**src/rtl/mag_est_pkg.sv**
```systemverilog
`timescale 1ns/1ps
package mag_est_pkg;
   localparam int MODE_W = 3;

   typedef enum logic [MODE_W-1:0] {
      MODE_HALF    = 3'd0,
      MODE_QUARTER = 3'd1,
      MODE_3_8     = 3'd2,
      MODE_7_8     = 3'd3,
      MODE_15_16   = 3'd4
   } est_mode_e;
endpackage

```
**src/rtl/mag_abs_stage.sv**
```systemverilog
`timescale 1ns/1ps
module mag_abs_stage
   import mag_est_pkg::*;
#(
   parameter int N = 16
) (
   input  logic                  clk,
   input  logic                  rst,
   input  logic                  v_in,
   input  logic [N-1:0]          i_in,
   input  logic [N-1:0]          q_in,
   input  logic [MODE_W-1:0]     mode_in,
   output logic                  v_q,
   output logic [1:0][N-1:0]     mag_q,
   output logic [MODE_W-1:0]     mode_q
);
   logic [1:0][N-1:0] raw;
   logic [1:0][N-1:0] abs_c;

   assign raw[0] = i_in;
   assign raw[1] = q_in;

   for (genvar k = 0; k < 2; k++) begin : g_abs
      // negate in N bits: the most negative code maps to 2^(N-1) unsigned
      assign abs_c[k] = raw[k][N-1] ? (~raw[k] + 1'b1) : raw[k];

      // an absolute value never exceeds 2^(N-1)
      p_abs_range_r1: assert property (@(posedge clk) disable iff (rst)
         v_in |=> (mag_q[k] <= {1'b1, {(N-1){1'b0}}}));
   end

   always_ff @(posedge clk) begin
      if (rst) begin
         v_q    <= 1'b0;
         mag_q  <= '0;
         mode_q <= '0;
      end else begin
         v_q <= v_in;
         if (v_in) begin
            mag_q  <= abs_c;
            mode_q <= mode_in;
         end
      end
   end
endmodule

```
**src/rtl/mag_sum_stage.sv**
```systemverilog
`timescale 1ns/1ps
module mag_sum_stage
   import mag_est_pkg::*;
#(
   parameter int N = 16
) (
   input  logic                  clk,
   input  logic                  rst,
   input  logic                  v_in,
   input  logic [1:0][N-1:0]     mag_in,
   input  logic [MODE_W-1:0]     mode_in,
   output logic                  v_q,
   output logic [N:0]            sum_q,
   output logic [MODE_W-1:0]     mode_q
);
   localparam int W = N + 1;

   logic          i_wins;
   logic [W-1:0]  big_w, small_w, term_w, sum_c;

   // strict compare: on a tie Q is taken as the larger component
   assign i_wins  = mag_in[0] > mag_in[1];
   assign big_w   = {1'b0, (i_wins ? mag_in[0] : mag_in[1])};
   assign small_w = {1'b0, (i_wins ? mag_in[1] : mag_in[0])};

   always_comb begin
      case (mode_in)
         MODE_QUARTER: term_w = small_w >> 2;
         MODE_3_8:     term_w = (small_w >> 2) + (small_w >> 3);
         default:      term_w = small_w >> 1;
      endcase
   end

   assign sum_c = big_w + term_w;

   always_ff @(posedge clk) begin
      if (rst) begin
         v_q    <= 1'b0;
         sum_q  <= '0;
         mode_q <= '0;
      end else begin
         v_q <= v_in;
         if (v_in) begin
            sum_q  <= sum_c;
            mode_q <= mode_in;
         end
      end
   end

   // the weighted sum is never below the larger component
   p_sum_ge_max_r2: assert property (@(posedge clk) disable iff (rst)
      v_in |=> (sum_q >= {1'b0, $past((mag_in[1] < mag_in[0]) ? mag_in[0] : mag_in[1])}));

   // the sum fits below 2^N
   p_no_overflow_r12: assert property (@(posedge clk) disable iff (rst)
      v_in |=> (sum_q[N] == 1'b0));
endmodule

```
**src/rtl/mag_scale_stage.sv**
```systemverilog
`timescale 1ns/1ps
module mag_scale_stage
   import mag_est_pkg::*;
#(
   parameter int N = 16
) (
   input  logic                  clk,
   input  logic                  rst,
   input  logic                  v_in,
   input  logic [N:0]            sum_in,
   input  logic [MODE_W-1:0]     mode_in,
   output logic                  v_q,
   output logic [N:0]            mag_q
);
   localparam int W = N + 1;

   logic [W-1:0] scaled_c;

   always_comb begin
      case (mode_in)
         MODE_7_8:   scaled_c = sum_in - (sum_in >> 3);
         MODE_15_16: scaled_c = sum_in - (sum_in >> 4);
         default:    scaled_c = sum_in;
      endcase
   end

   always_ff @(posedge clk) begin
      if (rst) begin
         v_q   <= 1'b0;
         mag_q <= '0;
      end else begin
         v_q <= v_in;
         if (v_in) mag_q <= scaled_c;
      end
   end

   // post-scaling only ever reduces the sum
   p_scale_le_sum_r7: assert property (@(posedge clk) disable iff (rst)
      v_in |=> (mag_q <= $past(sum_in)));

   // the result register holds during idle cycles
   p_hold_idle_r10: assert property (@(posedge clk) disable iff (rst)
      !v_in |=> $stable(mag_q));
endmodule

```
**src/rtl/mag_est.sv**
```systemverilog
`timescale 1ns/1ps
module mag_est
   import mag_est_pkg::*;
#(
   parameter int N = 16
) (
   input  logic              clk,
   input  logic              rst,
   input  logic              in_valid,
   input  logic [N-1:0]      in_i,
   input  logic [N-1:0]      in_q,
   input  logic [2:0]        in_mode,
   output logic              out_valid,
   output logic [N:0]        out_mag
);
   localparam int OW = N + 1;

   if (N < 4) begin : g_bad_width
      $error("mag_est: N must be at least 4 for the 1/16 post-scale");
   end
   if (MODE_W != 3) begin : g_bad_mode
      $error("mag_est: mode field must be three bits");
   end

   logic                  v1, v2;
   logic [1:0][N-1:0]     mag1;
   logic [MODE_W-1:0]     mode1, mode2;
   logic [OW-1:0]         sum2;

   mag_abs_stage #(.N(N)) u_abs (
      .clk(clk), .rst(rst), .v_in(in_valid), .i_in(in_i), .q_in(in_q),
      .mode_in(in_mode), .v_q(v1), .mag_q(mag1), .mode_q(mode1));

   mag_sum_stage #(.N(N)) u_sum (
      .clk(clk), .rst(rst), .v_in(v1), .mag_in(mag1), .mode_in(mode1),
      .v_q(v2), .sum_q(sum2), .mode_q(mode2));

   mag_scale_stage #(.N(N)) u_scale (
      .clk(clk), .rst(rst), .v_in(v2), .sum_in(sum2), .mode_in(mode2),
      .v_q(out_valid), .mag_q(out_mag));

   // edges since reset, saturating at 3, so $past never reaches into reset
   logic [1:0] warm;
   always_ff @(posedge clk) begin
      if (rst) warm <= 2'd0;
      else if (warm != 2'd3) warm <= warm + 2'd1;
   end

   // fixed three-cycle valid latency
   p_latency_r9: assert property (@(posedge clk) disable iff (rst)
      (warm == 2'd3) |-> (out_valid == $past(in_valid, 3)));

   // reset clears the output strobe and data
   p_reset_clear_r11: assert property (@(posedge clk)
      rst |=> (!out_valid && out_mag == '0));
endmodule

```
**config.mk**
```make
export PLATFORM = sky130hd
export DESIGN_NAME = mag_est
export DESIGN_NICKNAME = d
export VERILOG_FILES = /design/src/rtl/mag_est_pkg.sv /design/src/rtl/mag_abs_stage.sv /design/src/rtl/mag_sum_stage.sv /design/src/rtl/mag_scale_stage.sv /design/src/rtl/mag_est.sv
export SDC_FILE = /design/constraint.sdc
export NUM_CORES = 1
export LEC_CHECK = 0
export BUFFER_PORTS_ARGS = -buffer_cell sky130_fd_sc_hd__buf_2
export CORE_MARGIN = 10
export CORE_UTILIZATION = 50
export DETAILED_ROUTE_END_ITERATION = 7
export PLACE_DENSITY_LB_ADDON = 0.12
export RECOVER_POWER = 25
export SETUP_SLACK_MARGIN = 0.5
export SKIP_CTS_REPAIR_TIMING = 1
export SYNTH_ARGS = -nofsm -noshare
export SYNTH_HDL_FRONTEND = slang
export SYNTH_SLANG_ARGS = --single-unit
```
**constraint.sdc**
```tcl
create_clock -name clk -period 13.3 [get_ports clk]
set_clock_uncertainty 0.1 [all_clocks]
set_input_delay 2.66 -clock clk [delete_from_list [all_inputs] [get_ports clk]]
set_output_delay 2.66 -clock clk [all_outputs]
set_load 0.005 [all_outputs]
```
==> impl_metrics.tcl <==
set metrics [dict create \
    status "finished with violations" \
    violations "max-capacitance violations, max-slew violations" \
    crit_fanout 48 \
    syn-num-nets 883 \
    syn_avg_cell_area_um2 7.902 \
    synth-edff-count 0 \
    maxSlewHeadroom -1.231 \
    cp.required_ns 13.43 \
    cp_top_family "compound AO/OA/AOI/OAI gates" \
    cp_num_cells 28 \
    vias 5543 \
    ff2ff_setup_slack_ns 6.72 \
    slew_violations 78 \
    crit_path_end_kind "register" \
    powerDensity_nw_per_um2 127.0 \
    clk_latency_ns 0.35 \
    ys_async_sr_fraction 0 \
    dieArea_um2 17220 \
    syn_to_final_growth_pct 11.75 \
    cap_violations 1 \
    timing.rr.end "u_sum.sum_q[14]" \
    gp_congestion 0.8875 \
    dp_hpwl_um 11840 \
    layout-drive-gt1-share 0.1133 \
    power_leakage_nw 3.027 \
    h-tree-depth 3 \
    die_w_um 131.2 \
    wirelength_um 14850 \
    final_common_cell "nor2_1" \
    grt_pass1_vias 5335 \
    final_cell_mix "nor2_1, dfxtp_1, nand2_1" \
    cts_max_path_buffers 2 \
    clock_sink_count 75 \
    holdPathStages 2 \
    cpPeakStageDelay_ns 0.44 \
    core_area_um2 12060 \
    fmax_ghz 0.1521 \
    cts_buffers 9 \
    crit_end "u_sum.sum_q[14]" \
    vdd_drop_max_v 0.00007386 \
    start_util 0.5130 \
    nNetsFinal 925 \
    syn_inst 783 \
    synth_area_um2 6187 \
    hold_class "reg -> reg" \
    rsz0062_at_grt "no" \
    fp.dieH_um 131.2 \
    gr-usage-all-layers 0.1693 \
    hold_violations 0 \
    synth-seq-area-share 0.2427 \
    start_kind "register" \
    dr.pass1.iters 5 \
    post-route-period-util 0.4944 \
    routedWlPerCell_um 14.88 \
    io_pins 56 \
    finalSetupTns_ns 0 \
    fp-row-count 40 \
    root_buffer "clkbuf_16" \
    slowest_stage "buf_4" \
    grt_max_degree 78 \
    detail-route-antenna-nets 0 \
    cts_tree "yes" \
    synth.distinct_cells 62 \
    viasPerCell 5.554 \
    synthTopCellsByArea "dfxtp_1, ha_1, mux2i_1, nor2_1, xnor2_1" \
    yosys.area.top_type_share 0.2427 \
    dr.first_iter.drc_count 251 \
    r2r_cells 28 \
    critical_path_class "reg -> reg" \
    crit_buf_inv 4 \
    min_period_ns 6.575 \
    ys_ff_latch 75 \
    r2r_start "u_abs.mag_q[31]" \
    worst_slack_ns 6.725 \
    yosysWarnings 0 \
    grt.overflow.total 0 \
    synth_area_leader_cell "dfxtp_1" \
    critPathArrivalTime_ns 6.71 \
    setup_violations 0 \
    synth_top_flop_cell "dfxtp_1" \
    final_area_um2 6914 \
    place_ws_ns 6.851 \
    tightest_slew_ns 3.347 \
    startpoint "u_abs.mag_q[31]" \
    placed_cell_area_um2 6606 \
    path_clk_slew_ns 0.06 \
    antenna_found_initial 0 \
    drcViolationCount 0 \
    num_antenna_cells 0 \
    grt_pass1_wl_um 25020 \
    io_buffers 55 \
]
==> layer usage <==
metal	routed length, um	vias up	share of wire	GRT usage
li1	-	2875	-	-
met1	6856	2547	0.46	0.2012
met2	7234	101	0.49	0.2953
met3	521	20	0.035	0.03125
met4	235	0	0.016	0.06250
met5	0	-	0	0
==> kinds of logic (layout without fill, tap and decap cells) <==
kind of cell / count (synthesis) / in the layout / share of synthesized area
AOI/OAI and AO/OA: 194 / 194 / 0.2075
xor gates and xnor gates: 59 / 59 / 0.08352
adders and majority gates: 62 / 62 / 0.1278
buffers and inverters: 82 / 129 / 0.05096
DFF: 75 / 75 / 0.2427
muxes: 67 / 67 / 0.1100
and+or+nand+nor: 244 / 244 / 0.1776
==> worst min-delay path, stage by stage (launching register included) <==
cell,delay (ns)
dfxtp_1,0.31
nor2_1,0.08
a211oi_1,0.05
==> sequential cells by signal, summed over array words and instances, names as in the netlist <==
register	cells
u_abs.mag_q	32
u_abs.mode_q	3
u_abs.v_q	1
u_scale.mag_q	17
u_scale.v_q	1
u_sum.mode_q	3
u_sum.sum_q	17
u_sum.v_q	1
==> cell type report <==
class	instances	area (um^2)
multi-input combinational	626	4375
sequential	75	1501
timing repair buffer	62	324.1
clock inverter	6	72.57
inverter	51	191.4
fill	1136	5147
clock buffer	10	239.0
tap	168	210.2
==> metrics by stage <==
stage | utilization | hold WS (ns) | total power [mW] | std cells
4_1_cts | 0.5735 | 0.3867 | 0.8810 | 998
3_3_place_gp | 0.5477 | 0.3710 | 0.6163 | 982
3_5_place_dp | 0.5477 | 0.3785 | 0.6246 | 982
2_1_floorplan | - | 0.3719 | 0.5492 | 783
5_1_grt | 0.5732 | 0.4194 | 0.9388 | 998
6_report | 0.5732 | 0.3837 | 0.8780 | 998
==> worst min path at each step <==
stage / from / end / slack (ns)
finish: u_scale.mag_q[9] / u_scale.mag_q[9] / 0.38
global route: u_scale.mag_q[16] / u_scale.mag_q[16] / 0.42
CTS: u_scale.mag_q[9] / u_scale.mag_q[9] / 0.39
detailed placement: u_scale.mag_q[9] / u_scale.mag_q[9] / 0.38
global placement: u_scale.mag_q[0] / u_scale.mag_q[0] / 0.37
floorplan: u_abs.mag_q[18] / u_abs.mag_q[18] / 0.37
==> synth_stat cells (5+ instances only) <==
cell type / number
o31ai_1: 5
nor2_1: 103
a211oi_1: 24
nor2b_1: 9
a22oi_1: 5
a21o_1: 11
nand3_1: 9
buf_1: 6
or3_1: 10
xor2_1: 28
nor3_1: 12
o21ai_1: 5
inv_1: 50
nand2_1: 69
clkbuf_1: 24
dfxtp_1: 75
mux2i_1: 59
o211ai_1: 7
ha_1: 60
xnor2_1: 31
a21oi_1: 43
o21ai_0: 52
mux2_2: 8
o221ai_1: 8
==> power breakdown <==
part	total, mW	internal [mW]	switching (mW)	leakage [nW]
logic	0.363	0.158	0.205	2.26
clock network	0.254	0.152	0.102	0.150
registers	0.261	0.241	0.0196	0.616
No activity file was read; power rests on OpenSTA's default activity.
